$ cat src/rtl/pdc_pkg.sv
package pdc_pkg;

    typedef enum logic [1:0] {
        PWR_STBY  = 2'd0,
        PWR_ENTER = 2'd1,
        PWR_DEEP  = 2'd2,
        PWR_REL   = 2'd3
    } pwr_state_e;

    typedef struct packed {
        logic sel;
        logic sck;
        logic si;
    } pin_t;

    localparam logic [7:0] OP_SLEEP    = 8'hB9;
    localparam logic [7:0] OP_WAKE_SIG = 8'hAB;
    localparam int unsigned OPC_BITS   = 8;
    localparam int unsigned DUMMY_BITS = 24;
    localparam int unsigned HDR_BITS   = OPC_BITS + DUMMY_BITS;

endpackage

$ cat src/rtl/pdc_spi_edge.sv
module pdc_spi_edge
    import pdc_pkg::*;
#(
    parameter int unsigned STAGES = 2
) (
    input  logic clk,
    input  logic rst_n,
    input  logic cs_n_i,
    input  logic sck_i,
    input  logic si_i,
    output logic sel_o,
    output logic si_o,
    output logic sck_rise_o,
    output logic sck_fall_o,
    output logic sel_start_o,
    output logic sel_end_o
);

    typedef struct packed {
        pin_t [STAGES-1:0] chain;
        logic              sel_prev;
        logic              sck_prev;
    } edge_state_t;

    edge_state_t st_d, st_q;
    pin_t        pin_in;
    pin_t        pin_last;

    assign pin_in   = '{sel: ~cs_n_i, sck: sck_i, si: si_i};
    assign pin_last = st_q.chain[STAGES-1];

    generate
        if (STAGES == 1) begin : g_single
            always_comb begin
                st_d          = st_q;
                st_d.chain[0] = pin_in;
                st_d.sel_prev = pin_last.sel;
                st_d.sck_prev = pin_last.sck;
            end
        end else begin : g_multi
            always_comb begin
                st_d          = st_q;
                st_d.chain    = {st_q.chain[STAGES-2:0], pin_in};
                st_d.sel_prev = pin_last.sel;
                st_d.sck_prev = pin_last.sck;
            end
        end
    endgenerate

    always_ff @(posedge clk or negedge rst_n) begin
        if (!rst_n) st_q <= '0;
        else        st_q <= st_d;
    end

    assign sel_o       = pin_last.sel;
    assign si_o        = pin_last.si;
    assign sck_rise_o  =  pin_last.sck & ~st_q.sck_prev;
    assign sck_fall_o  = ~pin_last.sck &  st_q.sck_prev;
    assign sel_start_o =  pin_last.sel & ~st_q.sel_prev;
    assign sel_end_o   = ~pin_last.sel &  st_q.sel_prev;

endmodule

$ cat src/rtl/pdc_frame_rx.sv
module pdc_frame_rx
    import pdc_pkg::*;
#(
    parameter int unsigned CNT_W = 6
) (
    input  logic             clk,
    input  logic             rst_n,
    input  logic             sel_i,
    input  logic             si_i,
    input  logic             sck_rise_i,
    input  logic             sel_start_i,
    output logic [7:0]       opcode_o,
    output logic [CNT_W-1:0] bits_o
);

    localparam logic [CNT_W-1:0] CNT_MAX  = '1;
    localparam logic [CNT_W-1:0] OPC_LAST = CNT_W'(OPC_BITS - 1);

    typedef struct packed {
        logic [7:0]       shreg;
        logic [7:0]       opcode;
        logic [CNT_W-1:0] cnt;
    } rx_state_t;

    rx_state_t st_d, st_q;
    logic [7:0] shifted;

    assign shifted = {st_q.shreg[6:0], si_i};

    always_comb begin
        st_d = st_q;
        if (sel_start_i) begin
            st_d.shreg  = '0;
            st_d.opcode = '0;
            st_d.cnt    = '0;
        end else if (sck_rise_i && sel_i) begin
            st_d.shreg = shifted;
            if (st_q.cnt != CNT_MAX) st_d.cnt = st_q.cnt + 1'b1;
            if (st_q.cnt == OPC_LAST) st_d.opcode = shifted;
        end
    end

    always_ff @(posedge clk or negedge rst_n) begin
        if (!rst_n) st_q <= '0;
        else        st_q <= st_d;
    end

    assign opcode_o = st_q.opcode;
    assign bits_o   = st_q.cnt;

endmodule

$ cat src/rtl/pdc_sig_tx.sv
module pdc_sig_tx #(
    parameter int unsigned   DATA_W    = 8,
    parameter logic [DATA_W-1:0] SIGNATURE = 8'h29
) (
    input  logic clk,
    input  logic rst_n,
    input  logic sel_i,
    input  logic sck_fall_i,
    input  logic sel_start_i,
    input  logic sel_end_i,
    input  logic armed_i,
    output logic so_o,
    output logic so_oe_o
);

    localparam int unsigned IDX_W = $clog2(DATA_W + 1);
    localparam logic [IDX_W-1:0] IDX_END = IDX_W'(DATA_W);

    typedef struct packed {
        logic [DATA_W-1:0] shreg;
        logic [IDX_W-1:0]  sent;
        logic              so;
        logic              oe;
    } tx_state_t;

    tx_state_t st_d, st_q;

    always_comb begin
        st_d = st_q;
        if (sel_start_i) begin
            st_d.shreg = SIGNATURE;
            st_d.sent  = '0;
            st_d.so    = 1'b0;
            st_d.oe    = 1'b0;
        end else if (sel_end_i) begin
            st_d.so = 1'b0;
            st_d.oe = 1'b0;
        end else if (sck_fall_i && sel_i) begin
            if (armed_i && st_q.sent != IDX_END) begin
                st_d.so    = st_q.shreg[DATA_W-1];
                st_d.oe    = 1'b1;
                st_d.shreg = {st_q.shreg[DATA_W-2:0], 1'b0};
                st_d.sent  = st_q.sent + 1'b1;
            end else begin
                st_d.so = 1'b0;
                st_d.oe = 1'b0;
            end
        end
    end

    always_ff @(posedge clk or negedge rst_n) begin
        if (!rst_n) st_q <= '0;
        else        st_q <= st_d;
    end

    assign so_o    = st_q.so;
    assign so_oe_o = st_q.oe;


    oe_cap_chk: assert property (@(posedge clk) disable iff (!rst_n)
        $rose(so_oe_o) |-> $past(armed_i && sel_i));

endmodule

$ cat src/rtl/pdc_pwr_fsm.sv
module pdc_pwr_fsm
    import pdc_pkg::*;
#(
    parameter int unsigned T_DP_CYC  = 64,
    parameter int unsigned T_REL_CYC = 96,
    parameter int unsigned CNT_W     = 6
) (
    input  logic             clk,
    input  logic             rst_n,
    input  logic             sel_end_i,
    input  logic [7:0]       opcode_i,
    input  logic [CNT_W-1:0] bits_i,
    output pwr_state_e       state_o,
    output logic             pd_active_o,
    output logic             cmd_en_o,
    output logic             low_power_o
);

    localparam int unsigned DLY_MAX = (T_DP_CYC > T_REL_CYC) ? T_DP_CYC : T_REL_CYC;
    localparam int unsigned DLY_W   = $clog2(DLY_MAX + 1);
    localparam logic [DLY_W-1:0] DP_LOAD  = DLY_W'(T_DP_CYC - 1);
    localparam logic [DLY_W-1:0] REL_LOAD = DLY_W'(T_REL_CYC - 1);
    localparam logic [CNT_W-1:0] BITS_OPC = CNT_W'(OPC_BITS);
    localparam logic [CNT_W-1:0] BITS_HDR = CNT_W'(HDR_BITS);

    typedef struct packed {
        pwr_state_e       state;
        logic [DLY_W-1:0] dly;
    } fsm_state_t;

    fsm_state_t st_d, st_q;
    logic sleep_req, wake_req;

    assign sleep_req = sel_end_i && opcode_i == OP_SLEEP && bits_i == BITS_OPC;
    assign wake_req  = sel_end_i && opcode_i == OP_WAKE_SIG && bits_i >= BITS_HDR;

    always_comb begin
        st_d = st_q;
        unique case (st_q.state)
            PWR_STBY: begin
                if (sleep_req) begin
                    st_d.state = PWR_ENTER;
                    st_d.dly   = DP_LOAD;
                end
            end
            PWR_ENTER: begin
                if (wake_req) begin
                    st_d.state = PWR_REL;
                    st_d.dly   = REL_LOAD;
                end else if (st_q.dly == '0) begin
                    st_d.state = PWR_DEEP;
                end else begin
                    st_d.dly = st_q.dly - 1'b1;
                end
            end
            PWR_DEEP: begin
                if (wake_req) begin
                    st_d.state = PWR_REL;
                    st_d.dly   = REL_LOAD;
                end
            end
            PWR_REL: begin
                if (st_q.dly == '0) st_d.state = PWR_STBY;
                else                st_d.dly   = st_q.dly - 1'b1;
            end
            default: st_d.state = PWR_STBY;
        endcase
    end

    always_ff @(posedge clk or negedge rst_n) begin
        if (!rst_n) st_q <= '{state: PWR_STBY, dly: '0};
        else        st_q <= st_d;
    end

    assign state_o     = st_q.state;
    assign pd_active_o = (st_q.state == PWR_ENTER) || (st_q.state == PWR_DEEP);
    assign cmd_en_o    = (st_q.state == PWR_STBY);
    assign low_power_o = (st_q.state == PWR_DEEP);


    deep_hold_chk: assert property (@(posedge clk) disable iff (!rst_n)
        (st_q.state == PWR_DEEP && !sel_end_i) |=> st_q.state == PWR_DEEP);


    rel_exit_chk: assert property (@(posedge clk) disable iff (!rst_n)
        (st_q.state == PWR_REL) |=> (st_q.state == PWR_REL || st_q.state == PWR_STBY));


    stby_hold_chk: assert property (@(posedge clk) disable iff (!rst_n)
        (st_q.state == PWR_STBY && !sleep_req) |=> st_q.state == PWR_STBY);

endmodule

$ cat src/rtl/pdc_deep_pd_ctrl.sv
module pdc_deep_pd_ctrl
    import pdc_pkg::*;
#(
    parameter int unsigned T_DP_CYC    = 64,
    parameter int unsigned T_REL_CYC   = 96,
    parameter logic [7:0]  SIGNATURE   = 8'h29,
    parameter int unsigned SYNC_STAGES = 2
) (
    input  logic clk,
    input  logic rst_n,
    input  logic spi_cs_n,
    input  logic spi_sck,
    input  logic spi_si,
    output logic spi_so,
    output logic spi_so_oe,
    output logic cmd_en,
    output logic low_power
);

    localparam int unsigned BIT_CNT_W = $clog2(HDR_BITS) + 1;
    localparam logic [BIT_CNT_W-1:0] HDR_CNT = BIT_CNT_W'(HDR_BITS);
    localparam logic [BIT_CNT_W-1:0] OPC_CNT = BIT_CNT_W'(OPC_BITS);

    logic                 sel, si_s, sck_rise, sck_fall, sel_start, sel_end;
    logic [7:0]           opcode;
    logic [BIT_CNT_W-1:0] rx_bits;
    pwr_state_e           pwr_state;
    logic                 pd_active;
    logic                 tx_armed;

    pdc_spi_edge #(.STAGES(SYNC_STAGES)) edge_i (
        .clk         (clk),
        .rst_n       (rst_n),
        .cs_n_i      (spi_cs_n),
        .sck_i       (spi_sck),
        .si_i        (spi_si),
        .sel_o       (sel),
        .si_o        (si_s),
        .sck_rise_o  (sck_rise),
        .sck_fall_o  (sck_fall),
        .sel_start_o (sel_start),
        .sel_end_o   (sel_end)
    );

    pdc_frame_rx #(.CNT_W(BIT_CNT_W)) rx_i (
        .clk         (clk),
        .rst_n       (rst_n),
        .sel_i       (sel),
        .si_i        (si_s),
        .sck_rise_i  (sck_rise),
        .sel_start_i (sel_start),
        .opcode_o    (opcode),
        .bits_o      (rx_bits)
    );

    pdc_pwr_fsm #(
        .T_DP_CYC  (T_DP_CYC),
        .T_REL_CYC (T_REL_CYC),
        .CNT_W     (BIT_CNT_W)
    ) fsm_i (
        .clk         (clk),
        .rst_n       (rst_n),
        .sel_end_i   (sel_end),
        .opcode_i    (opcode),
        .bits_i      (rx_bits),
        .state_o     (pwr_state),
        .pd_active_o (pd_active),
        .cmd_en_o    (cmd_en),
        .low_power_o (low_power)
    );

    assign tx_armed = pd_active && opcode == OP_WAKE_SIG && rx_bits >= HDR_CNT;

    pdc_sig_tx #(.DATA_W(8), .SIGNATURE(SIGNATURE)) tx_i (
        .clk         (clk),
        .rst_n       (rst_n),
        .sel_i       (sel),
        .sck_fall_i  (sck_fall),
        .sel_start_i (sel_start),
        .sel_end_i   (sel_end),
        .armed_i     (tx_armed),
        .so_o        (spi_so),
        .so_oe_o     (spi_so_oe)
    );


    sleep_entry_chk: assert property (@(posedge clk) disable iff (!rst_n)
        $fell(cmd_en) |-> $past(sel_end && opcode == OP_SLEEP && rx_bits == OPC_CNT));


    wake_entry_chk: assert property (@(posedge clk) disable iff (!rst_n)
        $fell(low_power) |-> $past(sel_end && opcode == OP_WAKE_SIG && rx_bits >= HDR_CNT));


    so_only_asleep_chk: assert property (@(posedge clk) disable iff (!rst_n)
        spi_so_oe |-> (pwr_state == PWR_ENTER || pwr_state == PWR_DEEP));


    excl_out_chk: assert property (@(posedge clk) disable iff (!rst_n)
        !(cmd_en && low_power));

endmodule

$ cat config.mk
export PLATFORM = sky130hd
export DESIGN_NAME = pdc_deep_pd_ctrl
export DESIGN_NICKNAME = d
export VERILOG_FILES = /design/src/rtl/pdc_pkg.sv /design/src/rtl/pdc_spi_edge.sv /design/src/rtl/pdc_frame_rx.sv /design/src/rtl/pdc_sig_tx.sv /design/src/rtl/pdc_pwr_fsm.sv /design/src/rtl/pdc_deep_pd_ctrl.sv
export SDC_FILE = /design/constraint.sdc
export NUM_CORES = 1
export LEC_CHECK = 0
export ABC_CLOCK_PERIOD_IN_PS = 5730
export BUFFER_PORTS_ARGS = -buffer_cell sky130_fd_sc_hd__buf_2
export CAP_MARGIN = 25
export CORE_ASPECT_RATIO = 1.1
export CORE_MARGIN = 3
export CORE_UTILIZATION = 40
export CTS_CLUSTER_SIZE = 20
export DETAILED_ROUTE_END_ITERATION = 12
export GPL_ROUTABILITY_DRIVEN = 0
export PLACE_DENSITY_LB_ADDON = 0.15
export SLEW_MARGIN = 10
export SYNTH_ARGS = -nofsm -noshare
export SYNTH_HDL_FRONTEND = slang
export SYNTH_SLANG_ARGS = --single-unit
$ cat constraint.sdc
create_clock -name clk -period 5.73 [get_ports clk]
set_input_delay 1.146 -clock clk [delete_from_list [all_inputs] [get_ports clk]]
set_output_delay 1.146 -clock clk [all_outputs]
set_load 0.05 [all_outputs]
==> flow_metrics.env <==
export IMPL_status="finished clean"
export IMPL_fin_skew_ps=12.39
export IMPL_grt_usage_pct=13.94
export IMPL_reg2reg_slack_ps=3500
export IMPL_end_kind="output pin"
export IMPL_synthesis_area_mm2=0.002536
export IMPL_netlist_instances=242
export IMPL_synth_warning_count=0
export IMPL_io_pins=9
export IMPL_drtPass1Iterations=4
export IMPL_cts_hold_buf=0
export IMPL_die_area_mm2=0.007333
export IMPL_place_area_mm2=0.002653
export IMPL_design_area_mm2=0.002743
export IMPL_hpwl_mm=3.117
export IMPL_worstSetupEndpoint="cmd_en"
export IMPL_cts_sinks=52
export IMPL_rsz0062_at_grt="no"
export IMPL_num_vias=1706
export IMPL_async_reset_ff_share_pct=100.0
export IMPL_ys_types=47
export IMPL_die_x_um=81.92
export IMPL_p_seq_share_pct=61.1
export IMPL_via_per_inst=5.170
export IMPL_drive_gt1_share_pct=11.07
export IMPL_p_int_uw=466.8
export IMPL_grt_overflow=0
export IMPL_path_class="flop to output pin"
export IMPL_worstPathMaxFanout=7
export IMPL_ir_drop_mv=0.1758
export IMPL_ant_nets=0
export IMPL_io_buffers=8
export IMPL_die_h_um=89.52
export IMPL_dpl_cell_count=322
export IMPL_arrival_ps=1470
export IMPL_fin_crit_sh_pct=45.61
export IMPL_cts_resized=0
export IMPL_fin_util_pct=46.09
export IMPL_routedWlPerCell_um=13.52
export IMPL_drc_errors=0
export IMPL_insertion_delay_ps=310
export IMPL_drv_cap=0
export IMPL_required_ps=4580
export IMPL_num_antenna_cells=0
export IMPL_syn_to_final_growth_pct=8.140
export IMPL_finalCriticalPeriod_ps=2613
export IMPL_min_path_cells=0
export IMPL_coreArea_mm2=0.005951
export IMPL_powerDensity_mw_per_mm2=224.5
export IMPL_cts_tree="built"
export IMPL_ys_flop_type="dfrtp_1"
export IMPL_htreeDepth=2
export IMPL_power_switching_uw=149.0
export IMPL_synth_seq_area_share_pct=51.31
export IMPL_clk_pin_slew_ps=100
export IMPL_fmax_mhz=382.6
export IMPL_swShare_pct=24.20
export IMPL_drt_iter0_drc=79
export IMPL_worstReg2RegEnd="fsm_i.state_o[1]$_DFFE_PN0P_"
export IMPL_syn_mean_instance_area_um2=10.48
export IMPL_antenna_found_initial=0
export IMPL_cp_start_kind="flop"
export IMPL_synth_seq_cells=52
export IMPL_rows=29
export IMPL_p_leak_nw=1.417
export IMPL_clockPowerShare_pct=34.6
export IMPL_cts_buffer_depth=2
export IMPL_grt_pass1_wl_mm=7.907
export IMPL_final_setup_tns_ps=0
export IMPL_combPwrFrac_pct=4.3
export IMPL_synth_edf_count=0
export IMPL_grt_max_degree=30
export IMPL_rr_worst_depth=7
export IMPL_hold_class="flop to flop"
export IMPL_wirelength_mm=4.460
export IMPL_stdcell_count=330
export IMPL_clockRootBuffer="clkbuf_8"
export IMPL_postCtsSetupBuffers=0
export IMPL_relSlewSlack_pct=51.12
export IMPL_crit_start="fsm_i.state_o[0]$_DFFE_PN0P_"
export IMPL_finalSetupViolations=0
export IMPL_nNetsFinal=269
export IMPL_hold_viol=0
export IMPL_synth_fp_nets=259
export IMPL_rr_startpoint="edge_i.sel_o$_DFF_PN0_"
export IMPL_grt_pass1_vias=1666
export IMPL_initial_utilization_pct=42.62
export IMPL_worstMarginPinSlew_ps=733.2
export IMPL_final_max_slew_viol_count=0
export IMPL_cts_made_buffers=5
per-stage QoR:
step | worst slack, ps | hold slack [ps] | power, mW
finish | 3117 | 358.5 | 0.6158
global route | 2985 | 368.2 | 0.6452
CTS | 3100 | 358.0 | 0.6256
detailed placement | 3457 | 334.7 | 0.4113
global placement | 3492 | 331.4 | 0.4109
floorplan | 3554 | 331.2 | 0.3982
power by group through the flow:
stage	Combinational (mW)	Sequential [mW]	Clock [mW]
global placement	0.0276	0.383	0
CTS	0.0278	0.376	0.222
finish	0.0267	0.376	0.213
detailed placement	0.0279	0.383	0
floorplan	0.0159	0.382	0
global route	0.0308	0.377	0.237
critical path, cell delays in order (launching register included):
cell,delay (ps)
dfrtp_1,430
inv_1,110
ha_1,300
buf_2,310
layout make-up:
class                   instances  area (um^2)
flip-flops and latches         52         1301
clock inverters                 3        21.27
clock buffers                   5        68.82
repair buffers                 10        55.05
multi-input cells             162         1121
well taps                      77        96.34
inverters                      21        78.83
fillers                       561         3208
registers in the layout (all words and copies together), names as in the netlist, 2 cells and up:
name,count
edge_i.st_d,3
fsm_i.st_q,7
rx_i.bits_o,6
edge_i.st_q,2
rx_i.shifted,7
rx_i.opcode_o,8
fsm_i.state_o,2
tx_i.st_q,12
worst min path at each step:
| stage | startpoint | slack (ps) | to |
|---|---|---|---|
| after floorplan | edge_i.st_d[6]$_DFF_PN0_ | 330 | edge_i.pin_last[1]$_DFF_PN0_ |
| after global placement | edge_i.st_d[6]$_DFF_PN0_ | 330 | edge_i.pin_last[1]$_DFF_PN0_ |
| after detailed placement | edge_i.st_d[6]$_DFF_PN0_ | 330 | edge_i.pin_last[1]$_DFF_PN0_ |
| after CTS | edge_i.st_d[6]$_DFF_PN0_ | 360 | edge_i.pin_last[1]$_DFF_PN0_ |
| after global routing | edge_i.st_d[5]$_DFF_PN0_ | 370 | edge_i.si_o$_DFF_PN0_ |
| final | edge_i.st_d[5]$_DFF_PN0_ | 360 | edge_i.si_o$_DFF_PN0_ |
cells by family (layout without fill, tap and decap cells):
kind of cell	count (synthesis)	in the layout	share of synthesized area (%)
and+or+nand+nor	76	76	15.44
DFF	52	52	51.31
AOI/OAI and AO/OA	51	51	13.81
buffers and inverters	28	39	4.489
muxes	19	19	7.647
adders and majority gates	12	12	5.920
xor gates and xnor gates	4	4	1.381
layout by cell type, fill, tap and decap left out, types with 3 or more instances in the layout:
cell / netlist / final
inv_1: 21 / 21
nand4_1: 3 / 3
mux2_2: 3 / 3
a21oi_1: 5 / 5
o21a_1: 4 / 4
xor2_1: 4 / 4
dfrtp_1: 52 / 52
nand2_1: 10 / 10
ha_1: 12 / 12
a31oi_1: 4 / 4
nor2_1: 34 / 34
and3_1: 3 / 3
mux2i_1: 16 / 16
nor3_1: 5 / 5
clkbuf_8: 0 / 5
o21ai_0: 14 / 14
buf_2: 1 / 8
a22o_1: 7 / 7
nand3_1: 4 / 4
metal layers:
metal	track usage, %	part of all wire [%]	vias to the layer above
met1	19.48	51	811
met3	3.427	2.8	4
li1	-	-	874
met4	4.079	0.67	0
met2	21.45	45	17
met5	0	0	-
synthesized netlist by cell type (3+ instances only):
library cell   n  share of area (%)
inv_1         21                3.1
o21ai_0       14                2.8
mux2i_1       16                6.3
nor3_1         5               0.99
nor2_1        34                5.0
mux2_2         3                1.3
o21a_1         4                1.2
and3_1         3               0.74
nand4_1        3               0.74
nand2_1       10                1.5
clkbuf_1       3               0.44
a22o_1         7                2.4
dfrtp_1       52                 51
ha_1          12                5.9
xor2_1         4                1.4
nand3_1        4               0.79
a31oi_1        4               0.99
a21oi_1        5               0.99
Power figures use the tool's default switching activity.
